**config.mk**
```make
export PLATFORM = sky130hd
export DESIGN_NAME = rate_band_sel
export DESIGN_NICKNAME = d
export VERILOG_FILES = /design/src/rtl/rbs_pkg.sv /design/src/rtl/rbs_period_meter.sv /design/src/rtl/rbs_ratio_bands.sv /design/src/rtl/rbs_band_confirm.sv /design/src/rtl/rate_band_sel.sv
export SDC_FILE = /design/constraint.sdc
export NUM_CORES = 1
export LEC_CHECK = 0
export BUFFER_PORTS_ARGS = -buffer_cell sky130_fd_sc_hd__buf_2
export CAP_MARGIN = 20
export CORE_MARGIN = 2
export CORE_UTILIZATION = 30
export DETAILED_ROUTE_END_ITERATION = 8
export PLACE_DENSITY = 0.51
export SLEW_MARGIN = 10
export SYNTH_ARGS = -nofsm -noshare
export SYNTH_HDL_FRONTEND = slang
export SYNTH_SLANG_ARGS = --single-unit
export TNS_END_PERCENT = 100
```
**constraint.sdc**
```tcl
create_clock -name clk -period 9 [get_ports clk]
set_input_delay 0 -clock clk [delete_from_list [all_inputs] [get_ports clk]]
set_output_delay 0 -clock clk [all_outputs]
set_load 0.05 [all_outputs]
```
**src/rtl/rbs_pkg.sv**
```systemverilog
package rbs_pkg;

    typedef enum logic [1:0] {
        BAND_UP  = 2'b00,
        BAND_DN1 = 2'b01,
        BAND_DN2 = 2'b10,
        BAND_DN3 = 2'b11
    } band_e;

endpackage

```
**src/rtl/rbs_period_meter.sv**
```systemverilog
module rbs_period_meter #(
    parameter int TIMEOUT = 4096,
    parameter int CNT_W   = $clog2(TIMEOUT) + 1
) (
    input  logic             clk,
    input  logic             rst_n,
    input  logic             wclk,
    output logic [CNT_W-1:0] period_o,
    output logic             meas_o,
    output logic             ok_o,
    output logic             stale_o,
    output logic             stale_d_o
);

    localparam logic [CNT_W-1:0] LIMIT = CNT_W'(TIMEOUT - 1);

    typedef struct packed {
        logic [1:0]       sync;
        logic             prev;
        logic [CNT_W-1:0] cnt;
        logic [CNT_W-1:0] period;
        logic             primed;
        logic             ok;
        logic             meas;
        logic             stale;
    } meter_t;

    meter_t st_d, st_q;
    logic   rise;

    always_comb begin
        st_d      = st_q;
        st_d.sync = {st_q.sync[0], wclk};
        st_d.prev = st_q.sync[1];
        st_d.meas = 1'b0;
        rise      = st_q.sync[1] & ~st_q.prev;
        if (rise) begin
            st_d.cnt    = '0;
            st_d.stale  = 1'b0;
            st_d.primed = 1'b1;
            if (st_q.primed) begin
                st_d.period = st_q.cnt + 1'b1;
                st_d.meas   = 1'b1;
                st_d.ok     = 1'b1;
            end
        end else if (st_q.cnt >= LIMIT) begin
            st_d.stale  = 1'b1;
            st_d.primed = 1'b0;
            st_d.ok     = 1'b0;
        end else begin
            st_d.cnt = st_q.cnt + 1'b1;
        end
    end

    always_ff @(posedge clk or negedge rst_n) begin
        if (!rst_n) st_q <= '0;
        else        st_q <= st_d;
    end

    assign period_o  = st_q.period;
    assign meas_o    = st_q.meas;
    assign ok_o      = st_q.ok;
    assign stale_o   = st_q.stale;
    assign stale_d_o = st_d.stale;

endmodule

```
**src/rtl/rbs_ratio_bands.sv**
```systemverilog
module rbs_ratio_bands
    import rbs_pkg::*;
#(
    parameter int CNT_W = 13,
    parameter int K_REF = 200,
    parameter int K_UP  = 192,
    parameter int K_D1  = 165,
    parameter int K_D2  = 140
) (
    input  logic [CNT_W-1:0] per_in,
    input  logic [CNT_W-1:0] per_out,
    output band_e            band_o
);

    localparam int PW = CNT_W + 9;

    logic [PW-1:0] scaled_in;
    logic [PW-1:0] lim_up, lim_d1, lim_d2;

    always_comb begin
        scaled_in = PW'(per_in)  * PW'(K_REF);
        lim_up    = PW'(per_out) * PW'(K_UP);
        lim_d1    = PW'(per_out) * PW'(K_D1);
        lim_d2    = PW'(per_out) * PW'(K_D2);
        if (scaled_in >= lim_up)      band_o = BAND_UP;
        else if (scaled_in >= lim_d1) band_o = BAND_DN1;
        else if (scaled_in >= lim_d2) band_o = BAND_DN2;
        else                          band_o = BAND_DN3;
    end

endmodule

```
**src/rtl/rbs_band_confirm.sv**
```systemverilog
module rbs_band_confirm
    import rbs_pkg::*;
#(
    parameter int CONFIRM = 3
) (
    input  logic  clk,
    input  logic  rst_n,
    input  logic  sample_i,
    input  band_e band_i,
    input  logic  hold_i,
    output band_e code_o,
    output logic  valid_o
);

    localparam int RW = $clog2(CONFIRM + 1);
    localparam logic [RW-1:0] FULL = RW'(CONFIRM);

    typedef struct packed {
        band_e         cand;
        logic [RW-1:0] run;
        band_e         code;
        logic          valid;
    } conf_t;

    conf_t st_d, st_q;

    always_comb begin
        st_d = st_q;
        if (hold_i) begin
            st_d.run   = '0;
            st_d.valid = 1'b0;
        end else if (sample_i) begin
            if (band_i == st_q.cand && st_q.run != '0) begin
                st_d.run = (st_q.run == FULL) ? FULL : st_q.run + 1'b1;
            end else begin
                st_d.cand = band_i;
                st_d.run  = RW'(1);
            end
            if (st_d.run == FULL) begin
                st_d.code  = st_d.cand;
                st_d.valid = 1'b1;
            end
        end
    end

    always_ff @(posedge clk or negedge rst_n) begin
        if (!rst_n) st_q <= '{cand: BAND_UP, run: '0, code: BAND_UP, valid: 1'b0};
        else        st_q <= st_d;
    end

    assign code_o  = st_q.code;
    assign valid_o = st_q.valid;

endmodule

```
**src/rtl/rate_band_sel.sv**
```systemverilog
module rate_band_sel
    import rbs_pkg::*;
#(
    parameter int TIMEOUT = 4096,
    parameter int CONFIRM = 3
) (
    input  logic       clk,
    input  logic       rst_n,
    input  logic       wclk_in,
    input  logic       wclk_out,
    output logic [1:0] filt_code,
    output logic       code_valid,
    output logic       up_conv,
    output logic       unlock
);

    localparam int CNT_W = $clog2(TIMEOUT) + 1;

    typedef struct packed {
        logic unlock;
    } top_t;

    top_t st_d, st_q;

    logic [CNT_W-1:0] per_in, per_out;
    logic             meas_in, meas_out;
    logic             ok_in, ok_out;
    logic             stale_in, stale_out;
    logic             stale_in_d, stale_out_d;
    logic             sample;
    band_e            band_now, code_q;
    logic             valid_q;

    rbs_period_meter #(.TIMEOUT(TIMEOUT), .CNT_W(CNT_W)) meter_in_i (
        .clk(clk), .rst_n(rst_n), .wclk(wclk_in),
        .period_o(per_in), .meas_o(meas_in), .ok_o(ok_in),
        .stale_o(stale_in), .stale_d_o(stale_in_d)
    );

    rbs_period_meter #(.TIMEOUT(TIMEOUT), .CNT_W(CNT_W)) meter_out_i (
        .clk(clk), .rst_n(rst_n), .wclk(wclk_out),
        .period_o(per_out), .meas_o(meas_out), .ok_o(ok_out),
        .stale_o(stale_out), .stale_d_o(stale_out_d)
    );

    rbs_ratio_bands #(.CNT_W(CNT_W)) bands_i (
        .per_in(per_in), .per_out(per_out), .band_o(band_now)
    );

    rbs_band_confirm #(.CONFIRM(CONFIRM)) confirm_i (
        .clk(clk), .rst_n(rst_n), .sample_i(sample), .band_i(band_now),
        .hold_i(st_d.unlock), .code_o(code_q), .valid_o(valid_q)
    );

    always_comb begin
        st_d        = st_q;
        st_d.unlock = stale_in_d | stale_out_d;
        sample      = meas_in & ok_in & ok_out & ~stale_out & ~st_q.unlock;
    end

    always_ff @(posedge clk or negedge rst_n) begin
        if (!rst_n) st_q <= '0;
        else        st_q <= st_d;
    end

    assign filt_code  = code_q;
    assign code_valid = valid_q;
    assign up_conv    = valid_q & (code_q == BAND_UP);
    assign unlock     = st_q.unlock;

endmodule

```
==> flow_metrics.env <==
export IMPL_synth_top_cells_by_count="195 x ha_1, 114 x inv_1, 73 x dfrtp_1"
export IMPL_synth_top_area_share_pct=28.26
export IMPL_drt_iter0_markers=254
export IMPL_crit_arrival_ps=6400
export IMPL_top_usage_layer="met2"
export IMPL_grt_pass1_vias=6195
export IMPL_critPathTopFamily="compound AO/OA/AOI/OAI gates"
export IMPL_post_cts_resized=0
export IMPL_ir_worst_vdd_mv=0.2017
export IMPL_syn_area_per_cell_um2=9.079
export IMPL_ys_seq_area_share_pct=21.16
export IMPL_post_dp_hpwl_um=14990
export IMPL_gp_congestion=0.7987
export IMPL_power_switching_w=0.0009594
export IMPL_hold_buffers=3
export IMPL_postRouteAntennaNets=0
export IMPL_wl_um=18390
export IMPL_setup_viol=0
export IMPL_cp_cell_sequence="ha_1 > inv_1 > fa_1 > inv_1 > fa_1 > ha_1 > ha_1 > or2_1 > a21oi_1 > a21oi_1 > a211oi_1 > nor2_1 > a21oi_1 > o21bai_1 > xnor2_1 > ha_1 > a21o_1 > a211oi_2 > o211ai_1 > o31ai_4 > nand2_1 > or3_4 > a311oi_2 > o22ai_1"
export IMPL_power_report_internal_total_w=0.001071
export IMPL_cts_max_level=3
export IMPL_hold_class="primary input to flip-flop"
export IMPL_num_antenna_cells=0
export IMPL_switching_share_pct=47.25
export IMPL_vias_per_cell=4.681
export IMPL_ys_flop_type="dfrtp_1"
export IMPL_synth_top_area_cell="ha_1"
export IMPL_io_pins=9
export IMPL_outcome="finished, final reports clean"
export IMPL_antenna_found_initial=0
export IMPL_final_util_pct=32.89
export IMPL_n_fill_cell=3045
export IMPL_fin_crit_ps=6201
export IMPL_clk_pin_slew_ps=50
export IMPL_io_buffer_count=8
export IMPL_grt_use_met1_pct=17.82
export IMPL_synth_fp_nets=1186
export IMPL_synth_cell_types=64
export IMPL_critPathKind="flip-flop to flip-flop"
export IMPL_vias=6301
export IMPL_seqPwrFrac_pct=21.5
export IMPL_rsz0062_at_grt="false"
export IMPL_leakage_nw=4.846
export IMPL_fmaxAchievable_mhz=161.3
export IMPL_crit_slowest_cell="dfrtp_1"
export IMPL_maxSlewViolCount=0
export IMPL_postCtsSetupRepairBufs=0
export IMPL_drive_gt1_share_pct=3.950
export IMPL_grt_start_max_net_pins=74
export IMPL_synth_area_leaders="ha_1 28%, dfrtp_1 21%, fa_1 8.3%"
export IMPL_start_kind="flip-flop"
export IMPL_cpMostUsedCell="ha_1"
export IMPL_syn_inst=951
export IMPL_met3_usage_pct=1.162
export IMPL_slowest_delay_ps=510
export IMPL_areaGrowthSynthToFinish_pct=8.752
export IMPL_grt_usage_pct=12.73
export IMPL_critPathMaxFanout=8
export IMPL_cts_buffer_depth=2
export IMPL_r2r_setup_slack_ps=2800
export IMPL_power_w=0.002031
export IMPL_comb_power_share_pct=62.6
export IMPL_fp_row_count=62
export IMPL_wl_per_cell_um=13.66
export IMPL_finalCritPeriodShare_pct=68.91
export IMPL_drv_cap=0
export IMPL_drc=0
export IMPL_synth_area_um2=8635
export IMPL_die_y_um=173.7
export IMPL_cts_tree="yes"
export IMPL_clock_sinks=73
export IMPL_p_per_area_nw_per_um2=216.2
export IMPL_initial_core_util_pct=30.25
export IMPL_worstSkewPairLatency_ps=340
export IMPL_ys_seq_elements=73
export IMPL_hold_viol_final=0
export IMPL_synth_async_reset_ratio_pct=100.0
export IMPL_cts_root_buf="clkbuf_16"
export IMPL_drt_pass1_iterations=5
export IMPL_tns_ps=0
export IMPL_worstMarginPinSlew_ps=928.9
export IMPL_path_buf_inv=2
export IMPL_cp_required_ps=9200
export IMPL_grt_pass1_wl_um=31480
export IMPL_die_area_um2=30150
export IMPL_timing_slew_headroom_pct=38.07
export IMPL_core_um2=28550
export IMPL_gr_total_overflow=0
export IMPL_die_w_um=173.7
export IMPL_layout_nets=1192
export IMPL_met2_usage_pct=21.27
export IMPL_fin_worst_skew_ps=6.150
export IMPL_yosys_warnings=0
export IMPL_synth_most_common_cell="ha_1"
export IMPL_cts_buffers=9
export IMPL_synth_edff_count=0
export IMPL_clockPowerShare_pct=15.9
export IMPL_cp_end_kind="flip-flop"
[worst paths after layout]
check	to	depth (start not counted)	start
min in group asynchronous	meter_in_i.st_q[26]	2	rst_n
max in group asynchronous	meter_out_i.period_o[5]	2	rst_n
setup reg to reg	confirm_i.code_o[0]	24	meter_out_i.period_o[2]
hold / removal	meter_out_i.st_d[32]	2	wclk_out
hold reg to reg	meter_in_i.st_d[30]	0	meter_in_i.st_d[32]
setup / recovery	confirm_i.code_o[0]	24	meter_out_i.period_o[2]
[layout by cell type, fill, tap and decap left out, types with 5 or more instances in the layout]
master / count
o21a_1: 7
fa_1: 36
nand2_1: 69
o21bai_1: 6
and3_1: 7
inv_1: 114
o31ai_1: 6
a31oi_1: 7
dfrtp_1: 73
o21ai_0: 41
nor2b_1: 10
nor2_1: 52
buf_2: 7
a21oi_1: 55
clkbuf_16: 9
or3_1: 8
a21o_1: 17
ha_1: 195
xor2_1: 45
nor3_1: 16
o21ai_1: 13
nand3_1: 29
nand4_1: 10
xnor2_1: 43
o211ai_1: 5
and2_1: 9
nand2b_1: 6
[flip-flops by register name, summed over array words and instances, names as in the netlist]
| name | count |
|---|---|
| meter_in_i.st_q | 15 |
| meter_out_i.st_q | 15 |
| meter_in_i.period_o | 13 |
| meter_out_i.period_o | 13 |
| confirm_i.st_q | 4 |
| confirm_i.code_o | 2 |
| meter_in_i.st_d | 2 |
| meter_out_i.st_d | 2 |
| confirm_i.valid_o | 1 |
| meter_in_i.meas_o | 1 |
| meter_in_i.ok_o | 1 |
| meter_in_i.stale_o | 1 |
| meter_out_i.ok_o | 1 |
| meter_out_i.stale_o | 1 |
| unlock | 1 |
[metrics by stage]
step,hold WS [ps],setup slack [ps],instances,cell area [µm²]
2_1_floorplan,-295.6,3349,951,8635
3_3_place_gp,109.8,2884,1327,9096
3_5_place_dp,109.7,2782,1327,9096
4_1_cts,294.0,2752,1346,9390
5_1_grt,309.5,2318,1346,9390
6_report,307.8,2799,1346,9390
[metal layers]
metal  vias up  wire (µm)
li1       3318          -
met1      2921       9333
met2        48       8557
met3        14        282
met4         0        220
met5         -          0
[kinds of logic after synthesis]
family	after synthesis	synth area share [%]
AND/OR/NAND/NOR	235	13.24
adder cells (fa/ha/maj)	231	36.60
AO/OA/AOI/OAI	189	13.94
buffers and inverters	133	5.883
XOR/XNOR	88	8.926
flip-flops	73	21.16
multiplexers	2	0.2463
[power by group through the flow]
| stage | clock network (W) | logic (W) | registers [W] |
|---|---|---|---|
| after floorplan | 0 | 0.000941 | 0.000427 |
| after global placement | 0 | 0.00126 | 0.000443 |
| after detailed placement | 0 | 0.00127 | 0.000445 |
| after CTS | 0.000335 | 0.00128 | 0.000439 |
| after global routing | 0.000348 | 0.00145 | 0.000447 |
| final | 0.000323 | 0.00127 | 0.000437 |
[area by class of cell]
| type | count | area (µm²) | area share (%) |
|---|---|---|---|
| timing repair buffer | 13 | 87.58 | 0.9327 |
| clock inverter | 6 | 35.03 | 0.3731 |
| tap | 384 | 480.5 | 5.117 |
| inverter | 115 | 431.7 | 4.597 |
| clock buffer | 10 | 229.0 | 2.438 |
| multi-input combinational | 745 | 6300 | 67.09 |
| sequential | 73 | 1827 | 19.45 |
(Power assumes the default switching activity.)
